==> config.mk <==
export PLATFORM = sky130hd
export DESIGN_NAME = mw_eeprom_reader
export DESIGN_NICKNAME = d
export VERILOG_FILES = /design/src/rtl/mw_pkg.sv /design/src/rtl/mw_phase_timer.sv /design/src/rtl/mw_piso.sv /design/src/rtl/mw_sipo.sv /design/src/rtl/mw_eeprom_reader.sv
export SDC_FILE = /design/constraint.sdc
export NUM_CORES = 1
export LEC_CHECK = 0
export BUFFER_PORTS_ARGS = -buffer_cell sky130_fd_sc_hd__buf_2
export CAP_MARGIN = 10
export CORE_MARGIN = 2
export CORE_UTILIZATION = 40
export DETAILED_ROUTE_END_ITERATION = 16
export PLACE_DENSITY_LB_ADDON = 0.25
export SETUP_SLACK_MARGIN = 0.3
export SYNTH_ARGS = -nofsm -noshare
export SYNTH_HDL_FRONTEND = slang
export SYNTH_SLANG_ARGS = --single-unit
==> constraint.sdc <==
create_clock -name clk -period 4.73 [get_ports clk]
set_input_delay 0 -clock clk [delete_from_list [all_inputs] [get_ports clk]]
set_output_delay 0 -clock clk [all_outputs]
set_load 0.05 [all_outputs]
==> src/rtl/mw_pkg.sv <==
package mw_pkg;
  // read opcode: start bit then two opcode bits
  localparam logic [2:0] RD_OPCODE = 3'b110;
  localparam int OPC_W = 3;

  typedef enum logic [3:0] {
    ST_IDLE,
    ST_PRE,
    ST_SEL,
    ST_WSET,
    ST_WHI,
    ST_WLO,
    ST_RGAP,
    ST_RHI,
    ST_RLO,
    ST_FIN
  } mw_state_t;
endpackage

==> src/rtl/mw_phase_timer.sv <==
module mw_phase_timer #(
  parameter int PHASE_CLKS = 250
) (
  input  logic clk,
  input  logic rst,
  input  logic run,
  output logic tick
);
  localparam int CW = (PHASE_CLKS > 1) ? $clog2(PHASE_CLKS) : 1;
  localparam logic [CW-1:0] LAST = CW'(PHASE_CLKS - 1);

  logic [CW-1:0] cnt;

  assign tick = run && (cnt == LAST);

  always_ff @(posedge clk) begin
    if (rst || !run || tick) cnt <= '0;
    else                     cnt <= cnt + 1'b1;
  end
endmodule

==> src/rtl/mw_piso.sv <==
module mw_piso #(
  parameter int W = 11
) (
  input  logic         clk,
  input  logic         rst,
  input  logic         load,
  input  logic [W-1:0] load_val,
  input  logic         shift,
  output logic         msb
);
  logic [W-1:0] sr;

  assign msb = sr[W-1];

  always_ff @(posedge clk) begin
    if (rst)        sr <= '0;
    else if (load)  sr <= load_val;
    else if (shift) sr <= {sr[W-2:0], 1'b0};
  end
endmodule

==> src/rtl/mw_sipo.sv <==
module mw_sipo #(
  parameter int W = 16
) (
  input  logic         clk,
  input  logic         rst,
  input  logic         clr,
  input  logic         shift,
  input  logic         din,
  output logic [W-1:0] q
);
  always_ff @(posedge clk) begin
    if (rst || clr) q <= '0;
    else if (shift) q <= {q[W-2:0], din};
  end
endmodule

==> src/rtl/mw_eeprom_reader.sv <==
module mw_eeprom_reader
  import mw_pkg::*;
#(
  parameter int PHASE_CLKS = 250,
  parameter int ADDR_W     = 8,
  parameter int DATA_W     = 16
) (
  input  logic              clk,
  input  logic              rst,
  input  logic              req,
  input  logic [ADDR_W-1:0] req_addr,
  input  logic              prom_present,
  output logic              busy,
  output logic              done,
  output logic              err,
  output logic [DATA_W-1:0] rd_data,
  output logic              mw_cs,
  output logic              mw_sk,
  output logic              mw_dout,
  input  logic              mw_din
);
  localparam int FRAME_W = OPC_W + ADDR_W;
  localparam int MAX_BITS = (FRAME_W > DATA_W) ? FRAME_W : DATA_W;
  localparam int BW = $clog2(MAX_BITS);
  localparam logic [BW-1:0] FRAME_LAST = BW'(FRAME_W - 1);
  localparam logic [BW-1:0] DATA_LAST  = BW'(DATA_W - 1);

  mw_state_t         state;
  logic [BW-1:0]     bcnt;
  logic              tick;
  logic              run;
  logic              accept;
  logic              so_msb;
  logic              so_shift;
  logic              si_shift;
  logic [DATA_W-1:0] si_q;

  assign run      = (state != ST_IDLE);
  assign accept   = (state == ST_IDLE) && req && prom_present;
  assign so_shift = tick && ((state == ST_SEL) ||
                             ((state == ST_WLO) && (bcnt != FRAME_LAST)));
  assign si_shift = tick && (state == ST_RLO);

  mw_phase_timer #(.PHASE_CLKS(PHASE_CLKS)) u_timer (
    .clk (clk),
    .rst (rst),
    .run (run),
    .tick(tick)
  );

  mw_piso #(.W(FRAME_W)) u_cmd (
    .clk     (clk),
    .rst     (rst),
    .load    (accept),
    .load_val({RD_OPCODE, req_addr}),
    .shift   (so_shift),
    .msb     (so_msb)
  );

  mw_sipo #(.W(DATA_W)) u_word (
    .clk  (clk),
    .rst  (rst),
    .clr  (accept),
    .shift(si_shift),
    .din  (mw_din),
    .q    (si_q)
  );

  always_ff @(posedge clk) begin
    if (rst) begin
      state   <= ST_IDLE;
      bcnt    <= '0;
      busy    <= 1'b0;
      done    <= 1'b0;
      err     <= 1'b0;
      rd_data <= '0;
      mw_cs   <= 1'b0;
      mw_sk   <= 1'b0;
      mw_dout <= 1'b0;
    end else begin
      done <= 1'b0;
      err  <= 1'b0;
      unique case (state)
        ST_IDLE: begin
          if (req) begin
            if (prom_present) begin
              state <= ST_PRE;
              busy  <= 1'b1;
            end else begin
              done <= 1'b1;
              err  <= 1'b1;
            end
          end
        end
        ST_PRE: if (tick) begin
          mw_cs <= 1'b1;
          state <= ST_SEL;
        end
        ST_SEL: if (tick) begin
          mw_dout <= so_msb;
          bcnt    <= '0;
          state   <= ST_WSET;
        end
        ST_WSET: if (tick) begin
          mw_sk <= 1'b1;
          state <= ST_WHI;
        end
        ST_WHI: if (tick) begin
          mw_sk <= 1'b0;
          state <= ST_WLO;
        end
        ST_WLO: if (tick) begin
          if (bcnt == FRAME_LAST) begin
            mw_dout <= 1'b0;
            bcnt    <= '0;
            state   <= ST_RGAP;
          end else begin
            mw_dout <= so_msb;
            bcnt    <= bcnt + 1'b1;
            state   <= ST_WSET;
          end
        end
        ST_RGAP: if (tick) begin
          mw_sk <= 1'b1;
          state <= ST_RHI;
        end
        ST_RHI: if (tick) begin
          mw_sk <= 1'b0;
          state <= ST_RLO;
        end
        ST_RLO: if (tick) begin
          if (bcnt == DATA_LAST) begin
            state <= ST_FIN;
          end else begin
            bcnt  <= bcnt + 1'b1;
            state <= ST_RGAP;
          end
        end
        ST_FIN: if (tick) begin
          mw_cs   <= 1'b0;
          busy    <= 1'b0;
          done    <= 1'b1;
          rd_data <= si_q;
          state   <= ST_IDLE;
        end
        default: state <= ST_IDLE;
      endcase
    end
  end
endmodule

; ---- After elaboration in Yosys (flattened, before gate mapping)
; Index checks and enable logic that the tools add are counted.
[classes]
addsub = 2
n_eq_ne = 27
n_mux = 36
bitwise_logic = 1
reduce_logical = 30
[ops]
columns = operator, count
row1 = $mux 4, 16
row2 = $pmux 4 s10, 1
row3 = $ne 2x2->1 const B, 12
row4 = $mux 11, 2
row5 = $eq 4x3->1 const B, 4
row6 = $eq 4x4->1 const B, 4
row7 = $pmux 4 s3, 1
row8 = $reduce_and 11->1, 1
row9 = $mux 1, 10
row10 = $pmux 1 s2, 5
row11 = $reduce_bool 2->1, 5
row12 = $reduce_and 3->1, 3
row13 = $add 8x1->8 const B, 1
row14 = $eq 4x2->1 const B, 2
row15 = $eq 8x8->1 const B, 1
row16 = $reduce_or 2->1, 4
row17 = $logic_and 1x1->1, 6
row18 = $reduce_and 5->1, 1
row19 = $add 4x1->4 const B, 1
row20 = $eq 4x1->1 const B, 1
row21 = $logic_not 4->1, 1
row22 = $logic_or 1x1->1, 4
row23 = $ne 2x1->1 const B, 2
row24 = $ne 4x4->1 const B, 1
row25 = 7 further kinds, 7
[word_totals]
regBits = 65
output_inout_bits = 22
elab_cells = 109

; ---- Logic depth before layout (Yosys ltp)
; Gate-level depths: netlist of the first run.
[logic_depth]
word_depth = 6
ltp_mapped = 8

; ---- Cells and area by module
; Synthesis of the first run repeated with hierarchy kept, for this count alone.
[hier_totals]
hier_cells = 327
area_unflattened_um2 = 2982.9
[by_module_without_submodules]
columns = module, n_inst, cells_each, area_each_um2, seq_area_each_um2
row1 = mw_eeprom_reader, 1, 181, 1492.7, 600.6
row2 = mw_sipo, 1, 53, 581.8, 320.3
row3 = mw_piso, 1, 48, 498.0, 220.2
row4 = mw_phase_timer, 1, 45, 410.4, 160.2

; ---- Worst setup path after synthesis of the first run
; OpenSTA, ideal clock, no wires.
[synth_timing]
kind = register to register
from = register u_timer.cnt[0]
to = register rd_data[0]
setup_time_ns = 0.060
arrival_time_ns = 1.723
t_required_ns = 4.670
path_slack_ns = 2.946
path_stages_with_launch = 8
path_buffers = 2
synth_period_minus_slack_ns = 1.784
cell_sequence = dfxtp_1 > ha_1 > nand4b_4 > or2_1 > buf_6 > nor4_4 > buf_6 > a22o_1
[synth_between]
elab_chain_cells = 3
[synth_lines]
columns = item, line_no
row1 = from (decl), mw_phase_timer.sv:12  ; logic [CW-1:0] cnt;
row2 = from (signal assigned), mw_phase_timer.sv:18  ; else cnt <= cnt + 1'b1;
row3 = $eq 8x8->1, mw_phase_timer.sv:14  ; assign tick = run && (cnt == LAST);
row4 = $logic_and 1x1->1, mw_phase_timer.sv:14
row5 = $reduce_and 2->1 (no source line), -
row6 = to (signal assigned), mw_eeprom_reader.sv:143  ; rd_data <= si_q;
row7 = to (decl), mw_eeprom_reader.sv:16  ; output logic [DATA_W-1:0] rd_data,
; No other way between the ends.
; A chain may end at the register's enable or synchronous reset.

; ---- Worst setup path after layout of the first run
[layout_timing]
from = register state[0]
to = register u_cmd.sr[1]
[layout_between]
elab_chain_cells = 5
[layout_lines]
columns = item, line_no
row1 = from (decl), mw_eeprom_reader.sv:28  ; mw_state_t state;
row2 = from (signal assigned), mw_eeprom_reader.sv:71  ; state <= ST_IDLE;
row3 = from (signal assigned), mw_eeprom_reader.sv:87  ; state <= ST_PRE;
row4 = from (signal assigned), mw_eeprom_reader.sv:97  ; state <= ST_SEL;
row5 = $eq 4x3->1, mw_eeprom_reader.sv:41  ; ((state == ST_WLO) && (bcnt != FRAME_LAST)));
row6 = $logic_and 1x1->1, mw_eeprom_reader.sv:41
row7 = $logic_or 1x1->1, mw_eeprom_reader.sv:40  ; assign so_shift = tick && ((state == ST_SEL) ||
row8 = $logic_and 1x1->1, mw_eeprom_reader.sv:40
row9 = $reduce_bool 2->1 (no source line), -
row10 = to (signal assigned), mw_piso.sv:17  ; else if (load) sr <= load_val;
row11 = to (signal assigned), mw_piso.sv:18  ; else if (shift) sr <= {sr[W-2:0], 1'b0};
row12 = to (decl), mw_piso.sv:11  ; logic [W-1:0] sr;
; Several ways; a longest one is shown, not always the timed one.

==> results.cfg, run 1 <==
[run_status]
status = completed

[worst_setup_path]
crit_path_end_kind = register
cp_num_buf_inv = 0
worstPathRequired_ns = 4.98
crit_arrival_ns = 2.74
cp_top_family = simple AND/OR/NAND/NOR gates
cpPeakStageDelay_ns = 0.93
crit_chain = nor4_2, nor3_1, nand3_1, a311oi_1
critPathLaunchType = register
cp_max_fo = 19
setup.worst_path.class = register to register
slowest_stage = nor3_1

[yosys]
synth_seq_cells = 65
ys_warn_count = 0
async_flop_share = 0
yosysUniqueCellTypes = 59
ys_seq_area_frac = 0.452
synthCells = 292
syn_nets = 309
avgSynthCellArea_sq_um = 9.85
syn_area_sq_mm = 0.00288
synth_edf_count = 0
ys.flop_type = dfxtp_1

[timing]
setup_viol = 0
slew_viol_final = 0
fmax_ghz = 0.401
hold_ws_ns = 0.0361
slew_headroom = 0.212
fin_crit_sh = 0.527
fin_skew_ns = 0.0112
rsz0062_at_grt = false
tns_ns = 0
worst_pin_slew_ns = 1.17
finalHoldViolations = 0
finalCriticalPeriod_ns = 2.49

[final_layout]
layout_common_cells = 65 x dfxtp_1, 34 x buf_2, 30 x nor2_1
syn_to_final_growth_pct = 15.8
drive_above_1_share = 0.189
final_common_cell = dfxtp_1
layout.nets = 340
antenna_cells = 0

[clock_network]
clkTransAtPathRegs_ns = 0.08
htree_levels = 3
post_cts_buffers = 0
root_buffer = clkbuf_8
cts_tree = done
cts.sinks = 65
clockBufferDepth = 2
numCtsBuffers = 9
clock_latency_ns = 0.34
ctsResizeCount = 0

[die]
initial_core_util = 0.419
rows = 30
dieHeight_um = 88.8
ios = 35
dieArea_sq_mm = 0.00789
fp.dieW_um = 88.8
core_area_sq_mm = 0.00687

[detailed_routing]
route.detailed.drc = 0
wirelength_um = 5920
drtIter0Drc = 155
firstDrtPassIters = 4
viasPerCell = 5.25
vias = 2226
ant_nets = 0
wl_per_cell_um = 14.0

[grt]
grt_max_degree = 29
grt_first_pass_wirelength_um = 9630
grt_pass1_vias = 2070
grt_usage = 0.156
grt_overflow_total = 0
antenna_found_initial = 0

[place]
gp_congestion = 0.783
dp_hpwl_um = 3810
io_buffers = 34

[job]
cap_viol_max_count = 0

[pwr]
p_int_w = 0.000833
seq_power_share = 0.506
powerDensity_mw_per_mm2 = 338
p_sw_w = 0.000293
pwr-share-clk = 0.431
p_leak_nw = 1.24
sw_frac_of_total = 0.260
peakVddDrop_mv = 0.148
power_frac_comb = 0.063

[hold_path]
hp-class = input pin to register
==> tightest hold or removal path, delay by kind of cell <==
family	cells	cell delay, ns
AND/OR/NAND/NOR	2	0.24
buffers and inverters	1	0.09
==> final cells by class <==
type / count / area [sq um]
clock buffer: 9 / 124
clock inverter: 7 / 80.1
fill: 650 / 3540
inverter: 7 / 26.3
multi-input combinational: 195 / 1400
sequential: 65 / 1300
tap: 96 / 120
timing repair buffer: 45 / 278
==> synth_stat cells, types with 3 or more instances <==
cell type,n,share of area
a32oi_1,6,0.018
inv_1,7,0.0091
ha_1,4,0.017
xnor2_1,4,0.012
dfxtp_1,65,0.45
o211ai_1,7,0.018
nor2_1,30,0.039
o31ai_1,3,0.0078
a2bb2oi_1,3,0.0091
a21oi_1,19,0.033
xor2_1,4,0.012
buf_6,3,0.012
a22o_1,16,0.049
clkbuf_1,9,0.012
and2_1,3,0.0065
nand3_1,10,0.017
mux2i_1,16,0.056
nor3_1,4,0.0070
nand2_1,8,0.010
o32ai_1,3,0.0091
buf_2,10,0.017
or3_1,4,0.0087
o21ai_1,4,0.0070
==> path summary, 6_finish.rpt <==
kind,start,to,slack [ns],depth (start not counted)
max,state[0]$_SDFFE_PP0P_,u_cmd.sr[1]$_SDFFE_PP0P_,2.24,4
max reg2reg,state[0]$_SDFFE_PP0P_,u_cmd.sr[1]$_SDFFE_PP0P_,2.24,4
min,prom_present,err$_SDFF_PP0_,0.04,3
min reg2reg,u_cmd.sr[9]$_SDFFE_PP0P_,u_cmd.sr[10]$_SDFFE_PP0P_,0.46,2
==> routing by layer <==
layer,wire length [um],vias up,GRT usage
met5,0,-,0
met4,76,0,0.0565
met3,236,11,0.0569
met2,2620,46,0.236
met1,2980,1032,0.205
li1,-,1137,-
==> stage by stage <==
| stage | instances | setup WS [ns] | power, W | cell area [sq um] | utilization |
|---|---|---|---|---|---|
| after floorplan | 292 | 2.95 | 0.000632 | 2880 | - |
| after global placement | 398 | 2.34 | 0.000646 | 3030 | 0.441 |
| after detailed placement | 398 | 2.29 | 0.000647 | 3030 | 0.441 |
| after CTS | 424 | 2.27 | 0.00114 | 3330 | 0.485 |
| after global routing | 424 | 1.97 | 0.00117 | 3330 | 0.485 |
| final | 424 | 2.24 | 0.00113 | 3330 | 0.485 |
==> repair_timing <==
item | in CTS | in global routing
hold buffers | 10 | 0
endpoints found under the hold margin | 10 | 0
endpoints found under the setup margin | 0 | 0
==> power groups by stage <==
stage	clock network (W)	registers, W	logic (W)
after floorplan	0	0.000580	0.0000519
after global placement	0	0.000582	0.0000639
after detailed placement	0	0.000582	0.0000648
after CTS	0.000497	0.000570	0.0000713
after global routing	0.000519	0.000571	0.0000791
final	0.000486	0.000570	0.0000710
==> flip-flops by register name, summed over array words and instances, names as in the netlist <==
register,count
mw_cs,1
rd_data,16
mw_sk,1
busy,1
done,1
u_timer.cnt,8
err,1
mw_dout,1
state,4
u_word.q,16
bcnt,4
u_cmd.sr,11
==> kinds of logic after synthesis <==
kind of cell               share of synthesized area
xor gates and xnor gates                      0.0244
AOI/OAI and AO/OA                              0.211
and+or+nand+nor                                0.178
adders and majority gates                     0.0174
buffers and inverters                         0.0605
DFF                                            0.452
muxes                                         0.0557
No activity file was read; power rests on OpenSTA's default activity.
==> run 2: changes to the inputs <==
==> constraint.sdc (replaced) <==
create_clock -name clk -period 2.5 [get_ports clk]
set_input_delay 0 -clock clk [delete_from_list [all_inputs] [get_ports clk]]
set_output_delay 0 -clock clk [all_outputs]
set_load 0.05 [all_outputs]
==> run 2 against run 1 <==
Final cell count increased by 1.7%. Maximum frequency increased by 24%. Clock skew decreased by 0.0016 ns. Largest power group unchanged. Largest cell class unchanged. Final area increased by 2.1%.
==> results.cfg, run 2 (synthesis gave the netlist of run 1 again) <==
[clock_network]
root_buffer = clkbuf_8
cts.sinks = 65
post_cts_buffers = 0
numCtsBuffers = 9
clkTransAtPathRegs_ns = 0.08
clock_latency_ns = 0.35
htree_levels = 3
clockBufferDepth = 2
cts_tree = done

[timing]
tns_ns = 0
worst_pin_slew_ns = 0.667
slew_headroom = 0.556
rsz0062_at_grt = false
slew_viol_final = 0
finalCriticalPeriod_ns = 2.01
fmax_ghz = 0.498
fin_crit_sh = 0.803
fin_skew_ns = 0.00956
setup_viol = 0
finalHoldViolations = 0

[pwr]
peakVddDrop_mv = 0.322
p_leak_nw = 1.28
pwr-share-clk = 0.426
seq_power_share = 0.504
p_sw_w = 0.000544
p_int_w = 0.00158
power_frac_comb = 0.070
sw_frac_of_total = 0.256
powerDensity_mw_per_mm2 = 626

[place]
dp_hpwl_um = 3880
dp.cells = 405
io_buffers = 34
gp_congestion = 0.763

[run_status]
status = completed

[final_layout]
layout_common_cells = 65 x dfxtp_1, 34 x buf_2, 30 x nor2_1
top_regs = rd_data (16), u_word.q (16), u_cmd.sr (11)
fill_cells = 640
final_common_cell = dfxtp_1
syn_to_final_growth_pct = 18.2
layout.nets = 347
drive_above_1_share = 0.206
antenna_cells = 0
finalNonFillerCells = 431

[grt]
grt_usage = 0.159
grt_overflow_total = 0
grt_max_degree = 29
grt_first_pass_wirelength_um = 9670
antenna_found_initial = 0
grt_pass1_vias = 2016

[worst_setup_path]
cp_max_fo = 17
crit_arrival_ns = 2.21
worstPathRequired_ns = 2.71
crit_path_end_kind = register
setup.worst_path.class = register to register
critPathLaunchType = register

[die]
initial_core_util = 0.419
rows = 30
fp.dieW_um = 88.8
ios = 35
dieArea_sq_mm = 0.00789
core_area_sq_mm = 0.00687
dieHeight_um = 88.8

[detailed_routing]
firstDrtPassIters = 4
wl_per_cell_um = 13.4
drtIter0Drc = 133
ant_nets = 0
route.detailed.drc = 0
top_layer = met4
wl_met3_um = 232
wl_met1_um = 2850
vias = 2256
viasPerCell = 5.23
wl_met2_um = 2570
wirelength_um = 5770

[hold_path]
hp-class = input pin to register

[job]
cap_viol_max_count = 0
[run 2: path summary, 6_finish.rpt]
kind                          endpoint  slack (ns)  cells after the start                      from
min reg2reg  u_cmd.sr[10]$_SDFFE_PP0P_        0.47                      2  u_cmd.sr[9]$_SDFFE_PP0P_
max           u_word.q[2]$_SDFFE_PP0P_        0.49                      5     state[1]$_SDFFE_PP0P_
max reg2reg   u_word.q[2]$_SDFFE_PP0P_        0.49                      5     state[1]$_SDFFE_PP0P_
min                     err$_SDFF_PP0_        0.03                      3              prom_present
[run 2: worst max-delay path: stages, from the launching register on]
cell     delay (ns)
dfxtp_1        0.46
or3b_1         0.61
nor4_4         0.18
buf_4          0.33
mux2i_1        0.22
nor2_1         0.06
[run 2: through the flow]
step	setup WS, ns	cell area [sq um]	utilization	hold WS (ns)	power (W)
6_report	0.494	3400	0.495	0.0324	0.00213
5_1_grt	0.336	3400	0.495	0.0230	0.00221
4_1_cts	0.473	3380	0.493	0.0294	0.00215
3_5_place_dp	0.470	3080	0.448	0.256	0.00123
3_3_place_gp	0.530	3080	0.448	0.251	0.00123
2_1_floorplan	0.716	2880	-	0.136	0.00120
[run 2: timing repair]
item                                    4_1_cts  5_1_grt
hold endpoints to repair                     10        0
hold buffers                                 10        0
gates resized for setup                       0        2
endpoints found under the setup margin        0        8
[run 2: final cells by class]
| class | instances | area, sq um | area share |
|---|---|---|---|
| multi-input cells | 195 | 1420 | 0.417 |
| repair buffers | 52 | 330 | 0.0972 |
| flip-flops and latches | 65 | 1300 | 0.383 |
| well taps | 96 | 120 | 0.0353 |
| inverters | 7 | 26.3 | 0.00773 |
| clock buffers | 9 | 124 | 0.0364 |
| clock inverters | 7 | 80.1 | 0.0236 |
[run 2: power by group through the flow]
| stage | registers, W | clock network, W | logic [W] |
|---|---|---|---|
| finish | 0.00107 | 0.000906 | 0.000149 |
| global route | 0.00108 | 0.000971 | 0.000165 |
| CTS | 0.00107 | 0.000924 | 0.000148 |
| floorplan | 0.00110 | 0 | 0.0000982 |
| detailed placement | 0.00110 | 0 | 0.000136 |
| global placement | 0.00110 | 0 | 0.000136 |
[run 2: metal layers]
metal | global-route usage | up-vias
met5 | 0 | -
met4 | 0.0702 | 0
met3 | 0.0401 | 13
met2 | 0.232 | 46
met1 | 0.221 | 1045
li1 | - | 1152
